`src/rtl/cec_tx_pkg.sv`:
```
// Package: shared types and block-layout constants of the frame transmitter.
package cec_tx_pkg;

    localparam int unsigned BYTE_W  = 8;
    localparam int unsigned IDX_W   = 4;
    // Position of each slot within a block (order is behaviour)
    localparam logic [IDX_W-1:0] IDX_LAST_DATA = 4'd7;
    localparam logic [IDX_W-1:0] IDX_EOM       = 4'd8;
    localparam logic [IDX_W-1:0] IDX_ACK       = 4'd9;

    // Symbol shape the bit generator produces
    typedef enum logic [1:0] {
        SYM_START = 2'd0,
        SYM_ZERO  = 2'd1,
        SYM_ONE   = 2'd2
    } sym_e;

    // Frame sequencer state
    typedef enum logic [1:0] {
        ST_IDLE  = 2'd0,
        ST_START = 2'd1,
        ST_BITS  = 2'd2
    } seq_e;

endpackage

```
`src/rtl/cec_tx_bitgen.sv`:
```
// Module: cec_tx_bitgen
// Shapes one symbol at a time: it counts ticks inside the current symbol,
// pulls the line low for the symbol's low time and flags the symbol's last
// tick. Assumes the symbol kind stays stable for the whole symbol and that
// every low time is shorter than its period.
module cec_tx_bitgen
    import cec_tx_pkg::*;
#(
    parameter int unsigned START_LOW = 74,
    parameter int unsigned START_PER = 90,
    parameter int unsigned ZERO_LOW  = 30,
    parameter int unsigned ONE_LOW   = 12,
    parameter int unsigned BIT_PER   = 48,
    parameter int unsigned ACK_SMP   = 21,
    parameter int unsigned CNT_W     = 7
) (
    input  logic clk,
    input  logic rst_n,
    input  logic tick,
    input  logic active,
    input  sym_e sym,
    output logic drive_low,
    output logic sym_end,
    output logic smp_pt
);

    logic [CNT_W-1:0] cnt_q;
    logic [CNT_W-1:0] low_len;
    logic [CNT_W-1:0] per_len;

    // Purpose: pick the low time and the period of the current symbol.
    always_comb begin
        unique case (sym)
            SYM_START: begin
                low_len = CNT_W'(START_LOW);
                per_len = CNT_W'(START_PER);
            end
            SYM_ZERO: begin
                low_len = CNT_W'(ZERO_LOW);
                per_len = CNT_W'(BIT_PER);
            end
            default: begin
                low_len = CNT_W'(ONE_LOW);
                per_len = CNT_W'(BIT_PER);
            end
        endcase
    end

    assign sym_end   = active && tick && (cnt_q == per_len - 1'b1);
    assign drive_low = active && (cnt_q < low_len);
    assign smp_pt    = active && tick && (cnt_q == CNT_W'(ACK_SMP));

    // Purpose: tick counter inside a symbol, restarting at each symbol end.
    always_ff @(posedge clk) begin
        if (!rst_n) begin
            cnt_q <= '0;
        end else if (!active) begin
            cnt_q <= '0;
        end else if (tick) begin
            cnt_q <= sym_end ? '0 : cnt_q + 1'b1;
        end
    end

endmodule

```
`src/rtl/cec_tx_buf.sv`:
```
// Module: cec_tx_buf
// One-deep transmit buffer holding a byte and its EOM flag. A write is
// taken only while the buffer is empty, and a take by the sequencer empties
// it. Assumes take is only asserted while the buffer is full.
module cec_tx_buf
    import cec_tx_pkg::*;
(
    input  logic              clk,
    input  logic              rst_n,
    input  logic              wr,
    input  logic [BYTE_W-1:0] wdata,
    input  logic              weom,
    input  logic              take,
    output logic              empty,
    output logic [BYTE_W-1:0] byte_q,
    output logic              eom_q
);

    // Purpose: accept writes only in the empty window; empty on take.
    always_ff @(posedge clk) begin
        if (!rst_n) begin
            empty  <= 1'b1;
            byte_q <= '0;
            eom_q  <= 1'b0;
        end else if (take) begin
            empty <= 1'b1;
        end else if (wr && empty) begin
            empty  <= 1'b0;
            byte_q <= wdata;
            eom_q  <= weom;
        end
    end

endmodule

```
`src/rtl/cec_tx_seq.sv`:
```
// Module: cec_tx_seq
// Frame sequencer: owns the transmit enable, waits for the first tick,
// steps through start symbol, data bits, EOM and acknowledge slot, loads
// bytes from the buffer and decides the EOM value. Assumes sym_end comes
// from the bit generator driven by this module's sym output.
module cec_tx_seq
    import cec_tx_pkg::*;
(
    input  logic              clk,
    input  logic              rst_n,
    input  logic              tick,
    input  logic              tx_start,
    input  logic              auto_eom,
    input  logic              buf_full,
    input  logic [BYTE_W-1:0] buf_byte,
    input  logic              buf_eom,
    input  logic              sym_end,
    output logic              active,
    output sym_e              sym,
    output logic              take,
    output logic              ev_d0,
    output logic              ev_blk,
    output logic              in_ack,
    output logic              tx_en,
    output logic [IDX_W-1:0]  bit_idx
);

    seq_e              st_q;
    logic [BYTE_W-1:0] sh_q;
    logic              cur_eom_q;
    logic              eom_bit_q;
    logic              at_start_end;
    logic              at_blk_end;

    assign active       = (st_q != ST_IDLE);
    assign at_start_end = sym_end && (st_q == ST_START);
    assign at_blk_end   = sym_end && (st_q == ST_BITS) && (bit_idx == IDX_ACK);
    assign ev_d0        = sym_end && (st_q == ST_BITS) && (bit_idx == IDX_LAST_DATA);
    assign ev_blk       = at_blk_end;
    assign in_ack       = (st_q == ST_BITS) && (bit_idx == IDX_ACK);
    assign take         = buf_full && (at_start_end || (at_blk_end && !eom_bit_q));

    // Purpose: select the symbol shape for the current slot.
    always_comb begin
        if (st_q == ST_START) begin
            sym = SYM_START;
        end else if (bit_idx < IDX_EOM) begin
            sym = sh_q[BYTE_W-1] ? SYM_ONE : SYM_ZERO;
        end else if (bit_idx == IDX_EOM) begin
            sym = eom_bit_q ? SYM_ONE : SYM_ZERO;
        end else begin
            sym = SYM_ONE;
        end
    end

    // Purpose: frame state, slot index, shift register and enable.
    always_ff @(posedge clk) begin
        if (!rst_n) begin
            st_q      <= ST_IDLE;
            tx_en     <= 1'b0;
            bit_idx   <= '0;
            sh_q      <= '0;
            cur_eom_q <= 1'b0;
            eom_bit_q <= 1'b0;
        end else begin
            unique case (st_q)
                ST_IDLE: begin
                    if (tx_start) begin
                        tx_en <= 1'b1;
                    end
                    if (tx_en && tick) begin
                        st_q <= ST_START;
                    end
                end
                ST_START: begin
                    if (at_start_end) begin
                        if (buf_full) begin
                            st_q      <= ST_BITS;
                            bit_idx   <= '0;
                            sh_q      <= buf_byte;
                            cur_eom_q <= buf_eom;
                        end else begin
                            st_q  <= ST_IDLE;
                            tx_en <= 1'b0;
                        end
                    end
                end
                default: begin
                    if (sym_end) begin
                        if (bit_idx < IDX_LAST_DATA) begin
                            sh_q    <= {sh_q[BYTE_W-2:0], 1'b0};
                            bit_idx <= bit_idx + 1'b1;
                        end else if (bit_idx == IDX_LAST_DATA) begin
                            eom_bit_q <= auto_eom ? !buf_full : cur_eom_q;
                            bit_idx   <= IDX_EOM;
                        end else if (bit_idx == IDX_EOM) begin
                            bit_idx <= IDX_ACK;
                        end else if (!eom_bit_q && buf_full) begin
                            bit_idx   <= '0;
                            sh_q      <= buf_byte;
                            cur_eom_q <= buf_eom;
                        end else begin
                            st_q    <= ST_IDLE;
                            tx_en   <= 1'b0;
                            bit_idx <= '0;
                        end
                    end
                end
            endcase
        end
    end

endmodule

```
`src/rtl/cec_tx_status.sv`:
```
// Module: cec_tx_status
// Sticky event flags, the interrupt pulse and the acknowledge sample.
// The bus read-back is synchronised over SYNC_STAGES flops before it is
// sampled. Assumes event strobes last one cycle.
module cec_tx_status #(
    parameter int unsigned SYNC_STAGES = 2
) (
    input  logic clk,
    input  logic rst_n,
    input  logic ev_d0,
    input  logic ev_blk,
    input  logic smp_ack,
    input  logic cec_in,
    input  logic int8_en,
    input  logic int10_en,
    input  logic flag8_clr,
    input  logic flagtx_clr,
    output logic flag8,
    output logic flag_tx,
    output logic irq,
    output logic ack_seen
);

    logic line_s;

    generate
        if (SYNC_STAGES <= 1) begin : g_sync1
            logic s_q;
            // Purpose: single-flop capture of the bus level.
            always_ff @(posedge clk) begin
                if (!rst_n) s_q <= 1'b1;
                else        s_q <= cec_in;
            end
            assign line_s = s_q;
        end else begin : g_syncn
            logic [SYNC_STAGES-1:0] s_q;
            // Purpose: multi-flop synchroniser for the bus level.
            always_ff @(posedge clk) begin
                if (!rst_n) s_q <= '1;
                else        s_q <= {s_q[SYNC_STAGES-2:0], cec_in};
            end
            assign line_s = s_q[SYNC_STAGES-1];
        end
    endgenerate

    // Purpose: sticky flags with set priority over clear.
    always_ff @(posedge clk) begin
        if (!rst_n) begin
            flag8   <= 1'b0;
            flag_tx <= 1'b0;
        end else begin
            if (ev_d0)          flag8 <= 1'b1;
            else if (flag8_clr) flag8 <= 1'b0;
            if (ev_blk)          flag_tx <= 1'b1;
            else if (flagtx_clr) flag_tx <= 1'b0;
        end
    end

    // Purpose: one-cycle interrupt pulse on enabled events.
    always_ff @(posedge clk) begin
        if (!rst_n) irq <= 1'b0;
        else        irq <= (ev_d0 && int8_en) || (ev_blk && int10_en);
    end

    // Purpose: store the acknowledge level at the sample point.
    always_ff @(posedge clk) begin
        if (!rst_n)       ack_seen <= 1'b0;
        else if (smp_ack) ack_seen <= !line_s;
    end

endmodule

```
`src/rtl/cec_tx.sv`:
```
// Module: cec_tx (top)
// Frame transmitter for the single-wire control bus: buffer, sequencer,
// symbol generator and status. Assumes tick is a one-cycle pulse per
// timing unit and cec_in reflects the open-drain line.
module cec_tx
    import cec_tx_pkg::*;
#(
    parameter int unsigned START_LOW   = 74,
    parameter int unsigned START_PER   = 90,
    parameter int unsigned ZERO_LOW    = 30,
    parameter int unsigned ONE_LOW     = 12,
    parameter int unsigned BIT_PER     = 48,
    parameter int unsigned ACK_SMP     = 21,
    parameter int unsigned SYNC_STAGES = 2
) (
    input  logic       clk,
    input  logic       rst_n,
    input  logic       tick,
    input  logic       tx_start,
    input  logic       auto_eom,
    input  logic       int8_en,
    input  logic       int10_en,
    input  logic       buf_wr,
    input  logic [7:0] buf_data,
    input  logic       buf_eom,
    input  logic       flag8_clr,
    input  logic       flagtx_clr,
    input  logic       cec_in,
    output logic       cec_drive_low,
    output logic       tx_en,
    output logic       buf_empty,
    output logic       flag8,
    output logic       flag_tx,
    output logic       ack_seen,
    output logic       irq
);

    localparam int unsigned CNT_W = $clog2(START_PER + 1);

    logic              active;
    sym_e              sym;
    logic              sym_end;
    logic              smp_pt;
    logic              take;
    logic              ev_d0;
    logic              ev_blk;
    logic              in_ack;
    logic [BYTE_W-1:0] buf_byte;
    logic              buf_eom_q;
    logic [IDX_W-1:0]  bit_idx;
    logic              smp_ack;

    assign smp_ack = smp_pt && in_ack;

    cec_tx_buf u_buf (
        .clk    (clk),
        .rst_n  (rst_n),
        .wr     (buf_wr),
        .wdata  (buf_data),
        .weom   (buf_eom),
        .take   (take),
        .empty  (buf_empty),
        .byte_q (buf_byte),
        .eom_q  (buf_eom_q)
    );

    cec_tx_seq u_seq (
        .clk      (clk),
        .rst_n    (rst_n),
        .tick     (tick),
        .tx_start (tx_start),
        .auto_eom (auto_eom),
        .buf_full (!buf_empty),
        .buf_byte (buf_byte),
        .buf_eom  (buf_eom_q),
        .sym_end  (sym_end),
        .active   (active),
        .sym      (sym),
        .take     (take),
        .ev_d0    (ev_d0),
        .ev_blk   (ev_blk),
        .in_ack   (in_ack),
        .tx_en    (tx_en),
        .bit_idx  (bit_idx)
    );

    cec_tx_bitgen #(
        .START_LOW (START_LOW),
        .START_PER (START_PER),
        .ZERO_LOW  (ZERO_LOW),
        .ONE_LOW   (ONE_LOW),
        .BIT_PER   (BIT_PER),
        .ACK_SMP   (ACK_SMP),
        .CNT_W     (CNT_W)
    ) u_bitgen (
        .clk       (clk),
        .rst_n     (rst_n),
        .tick      (tick),
        .active    (active),
        .sym       (sym),
        .drive_low (cec_drive_low),
        .sym_end   (sym_end),
        .smp_pt    (smp_pt)
    );

    cec_tx_status #(
        .SYNC_STAGES (SYNC_STAGES)
    ) u_status (
        .clk        (clk),
        .rst_n      (rst_n),
        .ev_d0      (ev_d0),
        .ev_blk     (ev_blk),
        .smp_ack    (smp_ack),
        .cec_in     (cec_in),
        .int8_en    (int8_en),
        .int10_en   (int10_en),
        .flag8_clr  (flag8_clr),
        .flagtx_clr (flagtx_clr),
        .flag8      (flag8),
        .flag_tx    (flag_tx),
        .irq        (irq),
        .ack_seen   (ack_seen)
    );

endmodule

```
`config.mk`:
```
export PLATFORM = sky130hd
export DESIGN_NAME = cec_tx
export DESIGN_NICKNAME = d
export VERILOG_FILES = /design/src/rtl/cec_tx_pkg.sv /design/src/rtl/cec_tx_bitgen.sv /design/src/rtl/cec_tx_buf.sv /design/src/rtl/cec_tx_seq.sv /design/src/rtl/cec_tx_status.sv /design/src/rtl/cec_tx.sv
export SDC_FILE = /design/constraint.sdc
export NUM_CORES = 1
export LEC_CHECK = 0
export BUFFER_PORTS_ARGS = -buffer_cell sky130_fd_sc_hd__clkbuf_2
export CORE_MARGIN = 2
export CORE_UTILIZATION = 51
export CTS_CLUSTER_SIZE = 40
export DETAILED_ROUTE_END_ITERATION = 10
export GPL_ROUTABILITY_DRIVEN = 1
export HOLD_SLACK_MARGIN = 0.05
export PLACE_DENSITY = 0.72
export SLEW_MARGIN = 20
export SYNTH_ARGS = -nofsm -noshare
export SYNTH_HDL_FRONTEND = slang
export SYNTH_SLANG_ARGS = --single-unit
```
`constraint.sdc`:
```
create_clock -name clk -period 2.55 [get_ports clk]
set_input_delay 0.3825 -clock clk [delete_from_list [all_inputs] [get_ports clk]]
set_output_delay 0.3825 -clock clk [all_outputs]
set_load 0.02 [all_outputs]
```
==> results.md <==
- Worst-case clock skew: about 0.0046 ns
- Maximum capacitance violations: 0
- Number of antenna diodes: 0
- Setup CP Type: flip-flop to primary output
- Number of top-level pins: 27
- Gpl congestion: a little under 0.9
- Post-Synthesis Net Count: 258
- Relative area change from synthesis to final layout: 11.3%
- Placed cells: 293
- Crit path DAT: approximately 2.0 ns
- Switching Share: ~24%
- FF+latch count, synth: 40
- Cell family with most CP delay: adder cells
- Number of nets still failing antenna checks after routing: 0
- Number of enable flip-flop cells after synthesis: 0
- Avg Vias per Cell: 5.72
- Final setup violation count: 0
- Later-pin clock latency in the skew report: 0.29 ns
- Post-route worst hold slack: 0.273 ns
- Largest net degree at the start of global routing: 29
- Delay of the slowest cell on the worst path: approximately 0.34 ns
- Die Footprint: 0.00450 mm²
- Share of Yosys cell area claimed by the top area cell type: between 30% and 40%
- DRT Wirelength: about 4100 µm
- Sum of net half-perimeters after detailed placement: 2960 µm
- Die width: 67.1 µm
- Syn. warnings: 0
- Commonest cells after routing, fill and taps aside: 38 x dfxtp_1, 26 x a21oi_1, 26 x clkbuf_2
- Type of element capturing the critical path: primary output
- Vias after detailed routing: 1723
- CP required: 2.17 ns
- TritonCTS clock tree: done
- CTS Hold Bufs: 0
- Wirelength per Cell: around 14 µm
- Upper clock frequency limit: 0.420 GHz
- Standard-cell rows: 22
- Element type at the critical path start: flip-flop
- Unrepaired setup endpoints after global routing: false
- Status: completed
- Wire length of the first global-routing pass: around 7000 µm
- Clock network power share: between 30% and 40%
- Power share of the combinational group: 7.4%
- Leak: 0.909 nW
- Slew HR: 39.7%
- TritonCTS Buffers: 5
- Vertical die dimension: 67.1 µm
- Master cell of the clock root buffer: clkbuf_8
- Peak ir drop on the vdd network: ~0.36 mV
- Transition time at the pin with the least slew margin: 0.901 ns
- Portion of total power attributed to sequential cells: between 50% and 60%
- Gate count after technology mapping: 230
- DR pass1 iterations: 4
- CTS HTree Levels: 2
- Count of cells along the worst hold path: 2
- Largest cells by area after synthesis: dfxtp_1 39%, a21oi_1 6.4%, ha_1 4.9%, mux2i_1 4.9%, nand2_1 4.1%
- Avg Cell Area, Syn: 8.83 µm²
- Overall routing resource usage: between 20% and 30%
- Most common cell after layout, fill and taps aside: dfxtp_1
- Number of distinct standard cells referenced by the synthesized netlist: 49
- Post-route clock period utilization: between 90% and 100%
- Share of flip-flops with an asynchronous set or reset after synthesis: 0%
- Layout cell share with drive strength beyond 1: 20.9%
- Most frequently used flop master after synthesis: dfxtp_1
- Part of the Yosys area used for sequential elements: about two fifths
- Via count of the first global-routing pass: between 1500 and 2000
- Total chip power: ~0.0012 W
- Total count of hold-check failures in the final report: 0
- Min cycle time layout: 2.38 ns
- Layout Nets: 280
- Cell type with the highest occurrence count on the critical path: ha_1
- Max-slew violation total from the final report: 0
- CTS sink count: 40
- Final std cells w/o fill: about 300
- Clock transition time at the flip-flop clock pins of the worst setup and hold paths: 0.07 ns
- Largest area contributor in the netlist: dfxtp_1
- Fin Setup TNS: 0 ns
- Total DRC errors in the routed layout: 0
- Register-to-Register Path Depth: 7
- Critical-path top delay cell: dfxtp_2
- Buffers plus inverters on the worst setup path: 2
- Internal Power: between 0.0008 and 0.0009 W
- # fillers: 360
- Buffers on Ports: 26
- Critical path depth in cells: 9
- Number of antenna violations at the first check in global routing: 0
- Fraction of the core area covered by cells at the end of the flow: 60.4%
- Critical-path cell list: inv_1 > ha_1 > nand2b_1 > nor3b_2 > o21ai_1 > ha_1 > nand4b_1 > o211a_1 > clkbuf_2
- Max Root-Sink Buffers: 2
- Initial Util: about 54%
- Post-Syn Area: 0.00203 mm²
- Starting DRT DRC Count: 117
- Class of the most critical hold timing path: primary input to flip-flop
- Floorplan Core Area: roughly 0.0037 mm²
- Aggregate global routing overflow: 0
- Largest fanout on the critical path: 5
- Switching power total: 0.000282 W
- PwrDens: 520 mW/mm²
## per-layer routing
layer / global-route usage [%] / up-vias / wire (µm)
met4: 9.18 / 0 / 81
met3: 3.55 / 8 / 160
met2: 32.5 / 36 / 1840
met5: 0 / - / 0
li1: - / 877 / -
met1: 28.3 / 802 / 2060
## registers in the layout, summed over array words and instances, names as in the netlist, 2 cells and up
name / flops
u_seq.sh_q: 8
u_seq.st_q: 2
u_bitgen.cnt_q: 7
u_buf.byte_q: 8
u_status.g_syncn.s_q: 2
u_seq.bit_idx: 4
## power by group through the flow
stage,Sequential [W],Clock (W),Combinational [W]
after global routing,0.000655,0.000475,0.0000985
after global placement,0.000667,0,0.0000859
after detailed placement,0.000668,0,0.0000874
after floorplan,0.000663,0,0.0000624
final,0.000653,0.000436,0.0000873
after CTS,0.000653,0.000447,0.0000878
## cell families after synthesis
family          after synthesis  synth area share, %
buf+inv                      20                 5.11
flops                        40                 39.4
mux                          10                 4.93
xor+xnor                      6                 2.59
compound gates               56                 18.5
simple gates                 90                 24.5
fa+ha+maj                     8                 4.93
## cell type report
cell class | count | area (µm²) | area share [%]
inverters | 7 | 26.3 | 1.16
clock buffers | 7 | 86.3 | 3.82
flip-flops and latches | 40 | 803 | 35.5
clock inverters | 1 | 7.51 | 0.332
well taps | 48 | 60.1 | 2.66
multi-input cells | 170 | 1130 | 50.1
repair buffers | 28 | 145 | 6.42
## final timing paths
check,start,to,slack (ns)
setup / recovery,u_seq.bit_idx[1]$_SDFFE_PN0P_,cec_drive_low,0.17
setup reg to reg,u_seq.st_q[0]$_SDFFE_PN0P_,u_seq.bit_idx[3]$_SDFFE_PN0P_,0.19
hold reg to reg,u_status.g_syncn.s_q[0]$_SDFF_PN1_,u_status.g_syncn.s_q[1]$_SDFF_PN1_,0.42
hold / removal,cec_in,u_status.g_syncn.s_q[0]$_SDFF_PN1_,0.27
## what timing repair did
item	4_1_cts	5_1_grt
setup buffers	0	0
endpoints found under the setup margin	1	1
pin swaps	0	1
gates resized for setup	1	3
## through the flow
stage	worst slack (ns)	cell area, µm²
2_1_floorplan	0.548	2030
4_1_cts	0.0761	2260
6_report	0.167	2260
3_5_place_dp	0.219	2160
5_1_grt	0.0109	2260
3_3_place_gp	0.289	2160
## worst reg2reg max path: cells and delay by family (launching register included)
kind                       cells  cell delay (ns)
AOI/OAI and AO/OA              3             0.65
adders and majority gates      1             0.31
DFF                            1             0.51
and+or+nand+nor                3             0.78
## Yosys cell counts, types with 2 or more instances
library cell	n
a211oi_1	2
a21oi_1	26
a21oi_2	2
a22oi_1	2
a311oi_1	7
buf_1	2
buf_2	2
buf_4	3
buf_6	2
clkbuf_1	4
dfxtp_1	40
ha_1	8
inv_1	5
inv_2	2
mux2i_1	10
nand2_1	22
nand2b_1	5
nand3_1	12
nand4_1	7
nand4b_1	2
nor2_1	20
nor2b_1	2
nor3_1	2
nor3b_2	4
o21ai_0	6
o31ai_1	3
or3_1	2
xor2_1	5
Power figures use the tool's default switching activity.
